**src/rtl/fpcc_pkg.sv**
```systemverilog
package fpcc_pkg;
  localparam int SP_EXP_W  = 8;
  localparam int SP_FRAC_W = 23;
  localparam int DP_EXP_W  = 11;
  localparam int DP_FRAC_W = 52;
  localparam int WORD_W    = 1 + DP_EXP_W + DP_FRAC_W;
  localparam int MAG_W     = WORD_W - 1;

  typedef enum logic [1:0] {
    REL_EQ = 2'd0,
    REL_LT = 2'd1,
    REL_GT = 2'd2,
    REL_UN = 2'd3
  } rel_e;

  typedef struct packed {
    logic             sign;
    logic             nan;
    logic             snan;
    logic             zero;
    logic [MAG_W-1:0] mag;
  } opnd_t;

  // Relation of two classified operands, real-value ordering.
  function automatic rel_e relate(opnd_t a, opnd_t b);
    logic mag_gt;
    mag_gt = a.mag > b.mag;
    if (a.nan || b.nan)            return REL_UN;
    else if (a.zero && b.zero)     return REL_EQ;
    else if (a.sign != b.sign)     return a.sign ? REL_LT : REL_GT;
    else if (a.mag == b.mag)       return REL_EQ;
    else if (!a.sign)              return mag_gt ? REL_GT : REL_LT;
    else                           return mag_gt ? REL_LT : REL_GT;
  endfunction
endpackage

```
**src/rtl/fpcc_classify.sv**
```systemverilog
module fpcc_classify
  import fpcc_pkg::*;
#(
  parameter int EXP_W  = 8,
  parameter int FRAC_W = 23
) (
  input  logic [EXP_W+FRAC_W:0] word,
  output opnd_t                 info
);
  localparam int TOP = EXP_W + FRAC_W;

  logic [EXP_W-1:0]  exp_f;
  logic [FRAC_W-1:0] frac_f;
  logic              exp_full;
  logic              frac_nz;

  assign exp_f    = word[TOP-1:FRAC_W];
  assign frac_f   = word[FRAC_W-1:0];
  assign exp_full = &exp_f;
  assign frac_nz  = |frac_f;

  always_comb begin
    info.sign = word[TOP];
    info.nan  = exp_full && frac_nz;
    info.snan = exp_full && frac_nz && !frac_f[FRAC_W-1];
    info.zero = !(|exp_f) && !frac_nz;
    info.mag  = MAG_W'(word[TOP-1:0]);
  end
endmodule

```
**src/rtl/fpcc_bank.sv**
```systemverilog
module fpcc_bank #(
  parameter int FIELDS = 4,
  parameter int IDX_W  = $clog2(FIELDS)
) (
  input  logic                  clk,
  input  logic                  rst_n,
  input  logic                  wr_en,
  input  logic [IDX_W-1:0]      wr_idx,
  input  logic [1:0]            wr_code,
  output logic [2*FIELDS-1:0]   fields
);
  for (genvar k = 0; k < FIELDS; k++) begin : g_fld
    always_ff @(posedge clk) begin
      if (!rst_n)
        fields[2*k+1:2*k] <= 2'd0;
      else if (wr_en && (wr_idx == IDX_W'(k)))
        fields[2*k+1:2*k] <= wr_code;
    end
  end
endmodule

```
**src/rtl/fp_cmp_cc.sv**
```systemverilog
module fp_cmp_cc
  import fpcc_pkg::*;
#(
  parameter int FIELDS = 4,
  parameter int IDX_W  = $clog2(FIELDS)
) (
  input  logic                 clk,
  input  logic                 rst_n,
  input  logic                 cmp_valid,
  input  logic [63:0]          opnd_a,
  input  logic [63:0]          opnd_b,
  input  logic                 prec_dbl,
  input  logic                 sig_cmp,
  input  logic [IDX_W-1:0]     cc_idx,
  input  logic                 trap_inv_en,
  output logic [2*FIELDS-1:0]  cc_fields,
  output logic                 inv_flag,
  output logic                 inv_accrued,
  output logic                 trap_req
);
  localparam int SP_W = 1 + SP_EXP_W + SP_FRAC_W;

  logic [63:0] opw [2];
  opnd_t       sp_i [2];
  opnd_t       dp_i [2];
  opnd_t       sel_i [2];

  assign opw[0] = opnd_a;
  assign opw[1] = opnd_b;

  for (genvar k = 0; k < 2; k++) begin : g_op
    fpcc_classify #(.EXP_W(SP_EXP_W), .FRAC_W(SP_FRAC_W)) u_sp (
      .word (opw[k][SP_W-1:0]),
      .info (sp_i[k])
    );
    fpcc_classify #(.EXP_W(DP_EXP_W), .FRAC_W(DP_FRAC_W)) u_dp (
      .word (opw[k]),
      .info (dp_i[k])
    );
    assign sel_i[k] = prec_dbl ? dp_i[k] : sp_i[k];
  end

  // Named internal events
  rel_e cmp_rel;
  logic cmp_any_nan;
  logic cmp_any_snan;
  logic cmp_invalid;
  logic trap_hit;
  logic cc_write;

  assign cmp_rel      = relate(sel_i[0], sel_i[1]);
  assign cmp_any_nan  = sel_i[0].nan  || sel_i[1].nan;
  assign cmp_any_snan = sel_i[0].snan || sel_i[1].snan;
  assign cmp_invalid  = sig_cmp ? cmp_any_nan : cmp_any_snan;
  assign trap_hit     = cmp_invalid && trap_inv_en;
  assign cc_write     = cmp_valid && !trap_hit;

  fpcc_bank #(.FIELDS(FIELDS), .IDX_W(IDX_W)) u_bank (
    .clk     (clk),
    .rst_n   (rst_n),
    .wr_en   (cc_write),
    .wr_idx  (cc_idx),
    .wr_code (cmp_rel),
    .fields  (cc_fields)
  );

  always_ff @(posedge clk) begin
    if (!rst_n) begin
      inv_flag    <= 1'b0;
      inv_accrued <= 1'b0;
      trap_req    <= 1'b0;
    end else begin
      trap_req <= cmp_valid && trap_hit;
      if (cmp_valid) begin
        inv_flag <= cmp_invalid;
        if (cmp_rel == REL_UN)
          inv_accrued <= 1'b1;
      end
    end
  end
endmodule

```
**config.mk**
```make
export PLATFORM = sky130hd
export DESIGN_NAME = fp_cmp_cc
export DESIGN_NICKNAME = d
export VERILOG_FILES = /design/src/rtl/fpcc_pkg.sv /design/src/rtl/fpcc_classify.sv /design/src/rtl/fpcc_bank.sv /design/src/rtl/fp_cmp_cc.sv
export SDC_FILE = /design/constraint.sdc
export NUM_CORES = 1
export LEC_CHECK = 0
export ABC_AREA = 0
export BUFFER_PORTS_ARGS = -buffer_cell sky130_fd_sc_hd__buf_2
export CELL_PAD_IN_SITES_DETAIL_PLACEMENT = 0
export CELL_PAD_IN_SITES_GLOBAL_PLACEMENT = 1
export CORE_MARGIN = 2
export CORE_UTILIZATION = 25
export DETAILED_ROUTE_END_ITERATION = 7
export GPL_TIMING_DRIVEN = 0
export PLACE_DENSITY = 0.71
export SYNTH_ARGS = -nofsm -noshare
export SYNTH_HDL_FRONTEND = slang
export SYNTH_SLANG_ARGS = --single-unit
```
**constraint.sdc**
```tcl
create_clock -name clk -period 5.1 [get_ports clk]
set_clock_uncertainty 0.1 [all_clocks]
set_input_delay 0 -clock clk [delete_from_list [all_inputs] [get_ports clk]]
set_output_delay 0 -clock clk [all_outputs]
set_load 0.02 [all_outputs]
```
==> out/metrics.yaml <==
status:
  status: "complete, no violations"
setup_path:
  cp.required_ns: 5.10
  cp.arrival_ns: 3.72
  r2r_slack_ns: 4.34
  crit_path_end_kind: "flop"
  rr_endpoint: "u_bank.fields[6]"
  r2r_start: "u_bank.fields[6]"
  start_kind: "input pin"
  cp_max_fo: 10
  crit_type: "in2reg"
  worstRegToRegCells: 2
detailed_routing:
  route.detailed.wl_per_inst_um: 14.9
  dr.pass1.iters: 4
  drtAntennaViolNets: 0
  dr.first_iter.drc_count: 212
  wirelength_mm: 10.5
  vias_per_cell: 5.23
  drc: 0
  num_vias: 3680
power:
  swShare: 0.371
  ir_worst_vdd_mv: 0.0923
  seqPwrFrac: 0.186
  cellPowerDensity_mw_per_mm2: 127
  power_leakage_nw: 1.95
  intPower_uw: 311
  comb_power_share: 0.526
  power_switching_uw: 183
  power_frac_clock: 0.288
grt:
  grt_usage: 0.164
  grt_pass1_vias: 3685
  grt_max_degree: 11
  grt_pass1_wl_mm: 17.0
  antenna_found_initial: 0
  globalRoute.totalOverflow: 0
clocking:
  clk_pin_slew_worst_paths_ns: 0.04
  cts_tree: "built"
  cts.path.max_buffers: 2
  cts.sinks: 11
  cts_made_buffers: 3
  cts_max_level: 1
  clkLatencyLatePin_ns: 0.24
  ctsRootBufferMaster: "clkbuf_16"
logic_synthesis:
  async_flop_share: 0
  synthTopCellsByCount: "ha_1 (63), nand2_1 (55), inv_1 (36)"
  yosysSeqAreaShare: 0.0762
  synth_area_mm2: 0.00289
  synth_edf_count: 0
  synthFlopType: "dfxtp_1"
  synth_fp_nets: 608
  yosysTopAreaCell: "ha_1"
  syn_inst: 409
  synth_seq_cells: 11
  synth_most_common_cell: "ha_1"
  synthTopCellsByArea: "ha_1 (27%), dfxtp_1 (7.6%), nand2_1 (7.1%)"
  syn_area_per_cell_um2: 7.06
  netlist.area_leader.share: 0.273
  yosysWarnings: 0
  yosysUniqueCellTypes: 44
die:
  die_h_um: 112
  row_count: 39
  dieArea_mm2: 0.0124
  core_area_mm2: 0.0114
  io_pins: 147
  initial_core_util: 0.254
  die_w_um: 112
placed_design:
  dp_hpwl_mm: 9.42
  place.gp.congestion: 0.826
  io_buffer_count: 145
  placed_cells: 697
timing:
  max-slew-margin-rel: 0.326
  worstMarginPinSlew_ns: 0.986
  hold_violations: 0
  grt_setup_unrepaired: "false"
  fin_tns_setup_ns: 0
  finalSetupViolCount: 0
  fmax_mhz: 269
  drv_slew: 0
  layout_min_cycle_time_ns: 3.72
  fin_crit_sh: 0.729
cells_and_area:
  layout.nets: 761
  n_fill_cell: 1258
  syn_to_final_growth_pct: 35.1
  stdcell_count: 704
  final_layout_size_suffix_gt1_frac: 0.285
  diodes: 0
job:
  max_cap_violations: 0
min_path:
  hold_path_end: "u_bank.fields[3]"
  whs_path_depth: 4
  hold_path_class: "in2reg"
  holdCritStartpoint: "cc_idx[1]"
==> worst max-delay path by stage <==
stage | startpoint | end | cells past startpoint
global placement | prec_dbl | u_bank.fields[2] | 12
global route | prec_dbl | u_bank.fields[2] | 12
CTS | prec_dbl | u_bank.fields[2] | 13
finish | prec_dbl | u_bank.fields[2] | 13
floorplan | prec_dbl | u_bank.fields[0] | 13
detailed placement | prec_dbl | u_bank.fields[2] | 13
==> placed cells by master, fill, tap and decap left out, types with 3 or more instances in the layout <==
cell             n
buf_2          146
ha_1            63
nand2_1         55
inv_1           36
nor4_1          33
and2_1          32
a21oi_1         31
nand4_1         22
o21ai_0         20
nand3_1         16
dfxtp_1         11
nor2_1          10
clkbuf_1         9
nor3_1           8
and4_1           6
a211oi_1         6
and3_1           5
a221oi_1         5
or4_1            4
nand3b_1         3
a21boi_0         3
nor3_2           3
a31oi_1          3
clkbuf_16        3
dlygate4sd3_1    3
==> worst max-delay path, stage by stage <==
cell      delay [ns]
buf_2           0.19
clkbuf_1        0.44
clkbuf_1        0.48
nand2_1         0.12
ha_1            0.34
and4_1          0.26
nand4_1         0.17
or4_1           0.55
o211ai_1        0.17
a211oi_1        0.13
a41o_1          0.22
o21ai_0         0.49
a21oi_1         0.15
==> stage by stage <==
step	cell area, um2	setup slack (ns)	power [mW]	utilization	hold WS [ns]
6_report	3900	1.38	0.494	0.343	0.0976
5_1_grt	3900	1.07	0.538	0.343	0.131
4_1_cts	3900	1.33	0.501	0.343	0.0939
3_5_place_dp	3790	1.11	0.351	0.334	0.156
3_3_place_gp	3790	1.20	0.345	0.334	0.150
2_1_floorplan	2890	2.08	0.232	-	0.0459
==> power groups by stage <==
stage	Sequential (mW)	Clock (mW)	Combinational [mW]
CTS	0.0919	0.148	0.261
detailed placement	0.0934	0	0.257
global placement	0.0933	0	0.252
finish	0.0919	0.142	0.260
global route	0.0923	0.151	0.295
floorplan	0.0979	0	0.134
==> registers in the layout (all words and copies together) (netlist names) <==
signal / count
inv_accrued: 1
inv_flag: 1
trap_req: 1
u_bank.fields: 8
==> layout make-up <==
cell class,instances,area (um2),area share
Sequential cell,11,220,0.0564
Buffer,9,35.0,0.00898
Clock buffer,4,78.8,0.0202
Timing Repair Buffer,148,756,0.194
Tap cell,143,179,0.0458
Multi-Input combinational cell,353,2500,0.640
Inverter,36,135,0.0346
==> cells by family after synthesis <==
kind of cell	Yosys count	synth area share
AND/OR/NAND/NOR	204	0.392
AO/OA/AOI/OAI	82	0.185
adder cells (fa/ha/maj)	63	0.273
buffers and inverters	45	0.0589
flip-flops	11	0.0762
multiplexers	4	0.0147
==> per-layer routing <==
metal	up-vias	routed length [um]	part of all wire	track usage
li1	1865	-	-	-
met1	1682	4630	0.44	0.201
met2	120	5160	0.49	0.307
met3	13	556	0.053	0.0218
met4	0	140	0.013	0.0346
met5	-	0	0	0
==> repair_timing <==
action | in CTS | in global routing
endpoints found under the hold margin | 2 | 0
buffers inserted | 0 | 0
hold buffers | 3 | 0
resized for setup | 0 | 0
Note: power is estimated with default switching activity, not from simulation.
